[src/rtl/tlb_pkg.sv]
package tlb_pkg;
  parameter int unsigned TLB_ENTRIES = 16;
  parameter int unsigned TLB_VPN_W   = 36;
  parameter int unsigned TLB_PFN_W   = 28;
  parameter int unsigned TLB_CTX_W   = 12;

  typedef struct packed {
    logic wr;
    logic usr;
  } perm_t;
endpackage

[src/rtl/tlb_match.sv]
module tlb_match #(
  parameter int unsigned N     = 16,
  parameter int unsigned VPN_W = 36,
  parameter int unsigned CTX_W = 12,
  localparam int unsigned IDX_W = $clog2(N)
) (
  input  logic [N-1:0]     valid_i,
  input  logic [VPN_W-1:0] vpn_i [N],
  input  logic [CTX_W-1:0] ctx_i [N],
  input  logic [VPN_W-1:0] key_vpn_i,
  input  logic [CTX_W-1:0] key_ctx_i,
  input  logic             tag_en_i,
  output logic [N-1:0]     hit_vec_o,
  output logic             any_o,
  output logic [IDX_W-1:0] idx_o
);
  for (genvar g = 0; g < N; g++) begin : g_cmp
    assign hit_vec_o[g] = valid_i[g] && (vpn_i[g] == key_vpn_i) &&
                          (!tag_en_i || (ctx_i[g] == key_ctx_i));
  end

  assign any_o = |hit_vec_o;

  always_comb begin
    idx_o = '0;
    for (int i = 0; i < N; i++) begin
      if (hit_vec_o[i]) idx_o = IDX_W'(i);
    end
  end
endmodule

[src/rtl/tlb_victim.sv]
module tlb_victim #(
  parameter int unsigned N = 16,
  localparam int unsigned IDX_W = $clog2(N)
) (
  input  logic             clk_i,
  input  logic             rst_ni,
  input  logic [N-1:0]     valid_i,
  input  logic             adv_i,
  output logic             full_o,
  output logic [IDX_W-1:0] victim_o
);
  logic [IDX_W-1:0] rr_q;
  logic [IDX_W-1:0] free_idx;

  assign full_o = &valid_i;

  // lowest free slot
  always_comb begin
    free_idx = '0;
    for (int i = N - 1; i >= 0; i--) begin
      if (!valid_i[i]) free_idx = IDX_W'(i);
    end
  end

  assign victim_o = full_o ? rr_q : free_idx;

  always_ff @(posedge clk_i or negedge rst_ni) begin
    if (!rst_ni) begin
      rr_q <= '0;
    end else if (adv_i) begin
      rr_q <= (rr_q == IDX_W'(N - 1)) ? '0 : rr_q + 1'b1;
    end
  end
endmodule

[src/rtl/tlb_store.sv]
module tlb_store #(
  parameter int unsigned N     = 16,
  parameter int unsigned VPN_W = 36,
  parameter int unsigned PFN_W = 28,
  parameter int unsigned CTX_W = 12,
  localparam int unsigned IDX_W = $clog2(N)
) (
  input  logic                clk_i,
  input  logic                rst_ni,
  input  logic                wr_en_i,
  input  logic [IDX_W-1:0]    wr_idx_i,
  input  logic [VPN_W-1:0]    wr_vpn_i,
  input  logic [PFN_W-1:0]    wr_pfn_i,
  input  logic [CTX_W-1:0]    wr_ctx_i,
  input  tlb_pkg::perm_t      wr_perm_i,
  input  logic                clr_all_i,
  input  logic                clr_ctx_i,
  input  logic [CTX_W-1:0]    clr_ctx_id_i,
  output logic [N-1:0]        valid_o,
  output logic [VPN_W-1:0]    vpn_o  [N],
  output logic [PFN_W-1:0]    pfn_o  [N],
  output logic [CTX_W-1:0]    ctx_o  [N],
  output tlb_pkg::perm_t      perm_o [N]
);
  for (genvar g = 0; g < N; g++) begin : g_ent
    logic sel;
    logic drop;
    assign sel  = wr_en_i && (wr_idx_i == IDX_W'(g));
    assign drop = clr_all_i || (clr_ctx_i && (ctx_o[g] == clr_ctx_id_i));

    always_ff @(posedge clk_i or negedge rst_ni) begin
      if (!rst_ni) begin
        valid_o[g] <= 1'b0;
        vpn_o[g]   <= '0;
        pfn_o[g]   <= '0;
        ctx_o[g]   <= '0;
        perm_o[g]  <= '0;
      end else if (drop) begin
        valid_o[g] <= 1'b0;
      end else if (sel) begin
        valid_o[g] <= 1'b1;
        vpn_o[g]   <= wr_vpn_i;
        pfn_o[g]   <= wr_pfn_i;
        ctx_o[g]   <= wr_ctx_i;
        perm_o[g]  <= wr_perm_i;
      end
    end
  end
endmodule

[src/rtl/tlb_ctx.sv]
module tlb_ctx
  import tlb_pkg::*;
#(
  parameter int unsigned ENTRIES = TLB_ENTRIES,
  parameter int unsigned VPN_W   = TLB_VPN_W,
  parameter int unsigned PFN_W   = TLB_PFN_W,
  parameter int unsigned CTX_W   = TLB_CTX_W
) (
  input  logic             clk_i,
  input  logic             rst_ni,
  input  logic             tag_en_i,
  input  logic             ctx_set_i,
  input  logic [CTX_W-1:0] ctx_val_i,
  input  logic             base_wr_i,
  input  logic             inv_all_i,
  input  logic             inv_ctx_i,
  input  logic [CTX_W-1:0] inv_ctx_id_i,
  input  logic [VPN_W-1:0] lk_vpn_i,
  output logic             lk_hit_o,
  output logic [PFN_W-1:0] lk_pfn_o,
  output logic             lk_wr_o,
  output logic             lk_usr_o,
  input  logic             fill_valid_i,
  input  logic [VPN_W-1:0] fill_vpn_i,
  input  logic [PFN_W-1:0] fill_pfn_i,
  input  logic             fill_wr_i,
  input  logic             fill_usr_i
);
  localparam int unsigned IDX_W = $clog2(ENTRIES);

  logic [CTX_W-1:0] ctx_q;
  logic [ENTRIES-1:0] valid_q;
  logic [VPN_W-1:0]   vpn_q  [ENTRIES];
  logic [PFN_W-1:0]   pfn_q  [ENTRIES];
  logic [CTX_W-1:0]   tag_q  [ENTRIES];
  perm_t              perm_q [ENTRIES];

  logic [ENTRIES-1:0] lk_vec, fill_vec;
  logic               lk_any, fill_dup;
  logic [IDX_W-1:0]   lk_idx, dup_idx, victim_idx, wr_idx;
  logic               full, flush_all, fill_go, rr_adv;

  always_ff @(posedge clk_i or negedge rst_ni) begin
    if (!rst_ni)        ctx_q <= '0;
    else if (ctx_set_i) ctx_q <= ctx_val_i;
  end

  assign flush_all = inv_all_i || (base_wr_i && !tag_en_i);
  assign fill_go   = fill_valid_i && !flush_all && !inv_ctx_i;
  assign wr_idx    = fill_dup ? dup_idx : victim_idx;
  assign rr_adv    = fill_go && !fill_dup && full;

  tlb_match #(.N(ENTRIES), .VPN_W(VPN_W), .CTX_W(CTX_W)) u_lk_match (
    .valid_i   (valid_q),
    .vpn_i     (vpn_q),
    .ctx_i     (tag_q),
    .key_vpn_i (lk_vpn_i),
    .key_ctx_i (ctx_q),
    .tag_en_i  (tag_en_i),
    .hit_vec_o (lk_vec),
    .any_o     (lk_any),
    .idx_o     (lk_idx)
  );

  tlb_match #(.N(ENTRIES), .VPN_W(VPN_W), .CTX_W(CTX_W)) u_fill_match (
    .valid_i   (valid_q),
    .vpn_i     (vpn_q),
    .ctx_i     (tag_q),
    .key_vpn_i (fill_vpn_i),
    .key_ctx_i (ctx_q),
    .tag_en_i  (tag_en_i),
    .hit_vec_o (fill_vec),
    .any_o     (fill_dup),
    .idx_o     (dup_idx)
  );

  tlb_victim #(.N(ENTRIES)) u_victim (
    .clk_i    (clk_i),
    .rst_ni   (rst_ni),
    .valid_i  (valid_q),
    .adv_i    (rr_adv),
    .full_o   (full),
    .victim_o (victim_idx)
  );

  tlb_store #(.N(ENTRIES), .VPN_W(VPN_W), .PFN_W(PFN_W), .CTX_W(CTX_W)) u_store (
    .clk_i        (clk_i),
    .rst_ni       (rst_ni),
    .wr_en_i      (fill_go),
    .wr_idx_i     (wr_idx),
    .wr_vpn_i     (fill_vpn_i),
    .wr_pfn_i     (fill_pfn_i),
    .wr_ctx_i     (ctx_q),
    .wr_perm_i    ('{wr: fill_wr_i, usr: fill_usr_i}),
    .clr_all_i    (flush_all),
    .clr_ctx_i    (inv_ctx_i),
    .clr_ctx_id_i (inv_ctx_id_i),
    .valid_o      (valid_q),
    .vpn_o        (vpn_q),
    .pfn_o        (pfn_q),
    .ctx_o        (tag_q),
    .perm_o       (perm_q)
  );

  assign lk_hit_o = lk_any;
  assign lk_pfn_o = lk_any ? pfn_q[lk_idx] : '0;
  assign lk_wr_o  = lk_any && perm_q[lk_idx].wr;
  assign lk_usr_o = lk_any && perm_q[lk_idx].usr;
endmodule

[config.mk]
export PLATFORM = sky130hd
export DESIGN_NAME = tlb_ctx
export DESIGN_NICKNAME = d
export VERILOG_FILES = /design/src/rtl/tlb_pkg.sv /design/src/rtl/tlb_match.sv /design/src/rtl/tlb_victim.sv /design/src/rtl/tlb_store.sv /design/src/rtl/tlb_ctx.sv
export SDC_FILE = /design/constraint.sdc
export NUM_CORES = 2
export LEC_CHECK = 0
export ABC_AREA = 1
export ABC_CLOCK_PERIOD_IN_PS = 5600
export BUFFER_PORTS_ARGS = -buffer_cell sky130_fd_sc_hd__buf_2
export CORE_UTILIZATION = 64
export CTS_CLUSTER_DIAMETER = 50
export DETAILED_ROUTE_END_ITERATION = 8
export PLACE_DENSITY = 0.81
export SETUP_SLACK_MARGIN = 0.3
export SLEW_MARGIN = 20
export SYNTH_ARGS = -nofsm -noshare
export SYNTH_HDL_FRONTEND = slang
export SYNTH_SLANG_ARGS = --single-unit
[constraint.sdc]
create_clock -name clk_i -period 5.6 [get_ports clk_i]
set_clock_uncertainty 0.05 [all_clocks]
set_input_delay 1.4 -clock clk_i [delete_from_list [all_inputs] [get_ports clk_i]]
set_output_delay 1.4 -clock clk_i [all_outputs]
set_load 0.02 [all_outputs]
==> impl_metrics.env, run 1 <==
export IMPL_status="stopped before the end"
export IMPL_haltStage="global routing (5_1_grt)"
export IMPL_error="[ERROR GRT-0232] Routing congestion too high. Check the congestion heatmap in the GUI."
export IMPL_gr_total_overflow=52
export IMPL_grt_max_degree=137
export IMPL_preCtsSetupSlack_ns=-1.170
export IMPL_synth_compound_area_share_pct=14.61
export IMPL_synth_simple_gate_area_share_pct=27.77
export IMPL_start_util_pct=64.56
export IMPL_yosys_warnings=0
export IMPL_syn_area_per_cell_um2=7.552
export IMPL_ys_seq_area_share_pct=43.45
export IMPL_grtUsageTotal_pct=79.17
export IMPL_synth_mux_area_share_pct=0
export IMPL_syn_inst=9762
export IMPL_ys_types=57
export IMPL_yosysTopAreaCellShare_pct=43.45
export IMPL_port_buffers=164
export IMPL_gp_congestion=1.224
export IMPL_yosysMostFrequentCell="nand2_1"
export IMPL_synth_commonest_cells="nand2_1 (2948), dfrtp_1 (1280), o21ai_0 (940)"
export IMPL_synth_edf_count=0
export IMPL_synthArstFlopShare_pct=100.0
export IMPL_synth_largest_area_cell="dfrtp_1"
export IMPL_ys_seq_elements=1280
export IMPL_ys_top_cells_by_area="dfrtp_1 (43%), nand2_1 (15%), nand4_1 (6.4%)"
export IMPL_synth_main_ff_cell="dfrtp_1"
export IMPL_die_w_um=341.4
export IMPL_synth_top_family_by_area="simple AND/OR/NAND/NOR gates"
export IMPL_synth_fp_nets=9897
export IMPL_cts_sinks=1280
export IMPL_io_pins=165
export IMPL_syn_area_mm2=0.07372
export IMPL_cts_made_buffers=157
export IMPL_cts_root_buf="clkbuf_16"
export IMPL_rows=124
export IMPL_h_tree_depth=4
export IMPL_synth_adder_area_share_pct=0.01697
export IMPL_clockBufferDepth=3
export IMPL_dpl_hpwl_mm=252.7
export IMPL_die_h_um=341.4
export IMPL_synth_xor_area_share_pct=5.548
-- per-layer routing --
metal | GRT usage, % | GRT overflow
met5 | 31.54 | 2
met4 | 74.25 | 19
met3 | 66.29 | 1
met2 | 92.20 | 30
met1 | 82.63 | 0
-- through the flow --
step	instance area, µm²	utilization [%]	setup TNS, ns	cells
detailed placement	81640	71.50	-34.59	11420
floorplan	74080	-	0	9762
global placement	81620	71.47	-34.78	11420
CTS	89980	78.80	-16.12	11810
-- timing repair --
item | CTS
hold buffers | 0
endpoints found under the hold margin | 0
gates cloned | 29
setup endpoints to repair | 31
buffers inserted | 76
pin swaps | 115
gates resized for setup | 486
-- cell families after synthesis --
family / count (synthesis)
AND/OR/NAND/NOR: 4684
AO/OA/AOI/OAI: 1842
buffers and inverters: 1488
flip-flops: 1280
XOR/XNOR: 467
adder cells (fa/ha/maj): 1
==> run 2, diff against run 1 <==
CORE_UTILIZATION = 40   (was 64)
CTS_CLUSTER_DIAMETER = not set   (was 50)
PLACE_DENSITY = not set   (was 0.81)
PLACE_DENSITY_LB_ADDON = 0.15   (was not set)
SETUP_SLACK_MARGIN = not set   (was 0.3)
==> run 2 against run 1 <==
The flow now finishes, with violations (setup timing); synthesized cell count unchanged; area after synthesis unchanged.
==> impl_metrics.env, run 2 <==
export IMPL_status="finished with violations"
export IMPL_violations="setup timing"
export IMPL_hold_viol_final=0
export IMPL_die_w_um=431.3
export IMPL_cts_made_buffers=154
export IMPL_yosysMostFrequentCell="nand2_1"
export IMPL_whs_ns=0.4160
export IMPL_antenna_found_initial=46
export IMPL_clock_latency_ns=0.86
export IMPL_largest_register="u_store.vpn_o"
export IMPL_n_fill_cell=17620
export IMPL_synth_main_ff_cell="dfrtp_1"
export IMPL_grtUsageTotal_pct=46.53
export IMPL_layout_common_cells="nand2_1 (2881), dfrtp_1 (1274), buf_4 (830), o21ai_0 (790), nand4_1 (753)"
export IMPL_synth_commonest_cells="nand2_1 (2948), dfrtp_1 (1280), o21ai_0 (940)"
export IMPL_top_regs="u_store.vpn_o (576), u_store.pfn_o (448), u_store.ctx_o (192)"
export IMPL_ys_seq_area_share_pct=43.45
export IMPL_synth_compound_area_share_pct=14.61
export IMPL_peakVddDrop_v=0.0002540
export IMPL_synthArstFlopShare_pct=100.0
export IMPL_cts_tree="yes"
export IMPL_synth_simple_gate_area_share_pct=27.77
export IMPL_largest_reg_flops=576
export IMPL_setup_viol=31
export IMPL_crit_path_end_kind="primary output"
export IMPL_power_leakage_nw=44.22
export IMPL_synth_mux_area_share_pct=0
export IMPL_synth_adder_area_share_pct=0.01697
export IMPL_synth_xor_area_share_pct=5.548
export IMPL_seqCellArea_mm2=0.03204
export IMPL_crit_fanout=5
export IMPL_path_class="in -> out"
export IMPL_port_buffers=164
export IMPL_synth_top_family_by_area="simple AND/OR/NAND/NOR gates"
export IMPL_layout_cells_non_filler=13140
export IMPL_drc=0
export IMPL_grt_pass1_wl_mm=610.6
export IMPL_post_route_period_util_pct=114.7
export IMPL_grt_pass1_vias=76350
export IMPL_io_pins=165
export IMPL_crit_arrival_ns=4.97
export IMPL_fin_ws_ns=-0.8224
export IMPL_syn_area_per_cell_um2=7.552
export IMPL_dpl_hpwl_mm=309.0
export IMPL_dp_cells=12680
export IMPL_antenna_left=0
export IMPL_ys_types=57
export IMPL_power_density_mw_per_mm2=256.3
export IMPL_synth_edf_count=0
export IMPL_worst_pin_slew_ns=1.238
export IMPL_drive_gt1_share_pct=19.84
export IMPL_min_period_ns=6.422
export IMPL_wirelength_mm=447.5
export IMPL_area_growth_pct=30.54
export IMPL_h_tree_depth=4
export IMPL_final_common_cell="nand2_1"
export IMPL_viasPerCell=6.346
export IMPL_die_area_mm2=0.1860
export IMPL_start_util_pct=40.27
export IMPL_worstPathRequired_ns=4.15
export IMPL_synth_fp_nets=9897
export IMPL_vias=83400
export IMPL_die_h_um=431.3
export IMPL_ys_seq_elements=1280
export IMPL_first_pass_iters=8
export IMPL_slew_violations=0
export IMPL_yosys_warnings=0
export IMPL_grt_max_degree=123
export IMPL_gp_congestion=1.095
export IMPL_gr_total_overflow=0
export IMPL_critPathLaunchType="input port"
export IMPL_rsz0062_at_grt="true"
export IMPL_wl_per_cell_um=34.05
export IMPL_fin_nets=10650
export IMPL_yosysTopAreaCellShare_pct=43.45
export IMPL_ys_top_cells_by_area="dfrtp_1 (43%), nand2_1 (15%), nand4_1 (6.4%)"
export IMPL_cts_sinks=1280
export IMPL_path_clk_slew_ns=0.06
export IMPL_relSlewSlack_pct=16.97
export IMPL_cts_root_buf="clkbuf_16"
export IMPL_synth_largest_area_cell="dfrtp_1"
export IMPL_fmax_mhz=155.7
export IMPL_multi_input_area_mm2=0.03690
export IMPL_cap_violations=0
export IMPL_holdCritPathClass="reg -> reg"
export IMPL_syn_inst=9762
export IMPL_core_area_mm2=0.1831
export IMPL_drt_initial_drc_count=12750
export IMPL_syn_area_mm2=0.07372
export IMPL_rows=157
export IMPL_clockBufferDepth=3
## run 2: cell counts after synthesis
No cell type changed its count.
## run 2: cell families after synthesis
| group | count (synthesis) |
|---|---|
| AOI/OAI and AO/OA | 1842 |
| xor gates and xnor gates | 467 |
| adders and majority gates | 1 |
| buffers and inverters | 1488 |
| DFF | 1280 |
| and+or+nand+nor | 4684 |
## run 2: critical path: stages
cell and delay, ns:
buf_6 0.12, clkinvlp_4 0.12, buf_6 0.15, buf_12 0.17, buf_12 0.16, o22ai_1 0.09, nor4_1 0.31, nand4_1 0.17
nor2_2 0.16, nand3_2 0.10, buf_6 0.18, nand2_2 0.07, nand2_2 0.05, nand2_2 0.07, nand2_4 0.10, buf_6 0.14
a21boi_4 0.17, buf_12 0.18, buf_12 0.16, clkbuf_16 0.17, nor2_1 0.05, o21ai_0 0.14, nand3_1 0.09, nand2_1 0.06
nand2_1 0.08, nand2_4 0.12, buf_6 0.13
## run 2: path summary, 6_finish.rpt
kind / from / to / slack [ns] / depth (start not counted)
max in group asynchronous: rst_ni / u_store.pfn_o[233]$_DFFE_PN0P_ / 3.54 / 3
min in group asynchronous: rst_ni / u_store.vpn_o[151]$_DFFE_PN0P_ / 0.52 / 1
worst min-delay path: u_store.pfn_o[272]$_DFFE_PN0P_ / u_store.pfn_o[272]$_DFFE_PN0P_ / 0.42 / 2
worst min register to register: u_store.pfn_o[272]$_DFFE_PN0P_ / u_store.pfn_o[272]$_DFFE_PN0P_ / 0.42 / 2
worst max-delay path: lk_vpn_i[25] / lk_pfn_o[4] / -0.82 / 27
worst max register to register: ctx_q[4]$_DFFE_PN0P_ / u_store.vpn_o[96]$_DFFE_PN0P_ / 0.88 / 21
## run 2: repair_timing
action | 4_1_cts | 5_1_grt
hold buffers | 0 | 0
gates resized for setup | 401 | 467
setup buffers | 61 | 63
endpoints found under the hold margin | 0 | 0
gates cloned | 15 | 20
pin swaps | 89 | 213
setup endpoints to repair | 31 | 31
## run 2: report_power, final
group	internal, mW	switching, mW	total (mW)	leakage, nW
registers	9.51	0.312	9.83	17.7
logic	1.34	2.63	3.97	23.9
clock network	6.28	4.59	10.9	2.64
## run 2: final cells by class
cell class	count	share of cell area [%]
Multi-Input combinational cell	6995	38.34
Antenna cell	31	0.08061
Inverter	632	2.567
Tap cell	2464	3.204
Sequential cell	1280	33.29
Clock inverter	62	1.004
Clock buffer	222	4.655
Timing Repair Buffer	1455	16.85
## run 2: per-stage QoR
step	setup WS [ns]	area [µm²]	total power, mW	util (%)	TNS [ns]
floorplan	0.04206	73720	11.37	-	0
global placement	-1.471	86030	13.52	46.99	-95.25
detailed placement	-1.480	86030	13.52	46.99	-62.06
CTS	-0.7034	93890	24.42	51.28	-19.93
global route	-0.9071	96180	25.17	52.53	-25.59
finish	-0.8224	96230	24.66	52.56	-22.56
## run 2: metal layers
| layer | vias to the layer above | track usage, % | share of wire (%) |
|---|---|---|---|
| met2 | 6245 | 66.77 | 41 |
| met4 | 38 | 28.83 | 7.7 |
| met5 | - | 0 | 0.068 |
| li1 | 34710 | - | - |
| met3 | 1615 | 12.59 | 12 |
| met1 | 40790 | 62.02 | 39 |
(Power assumes the default switching activity.)
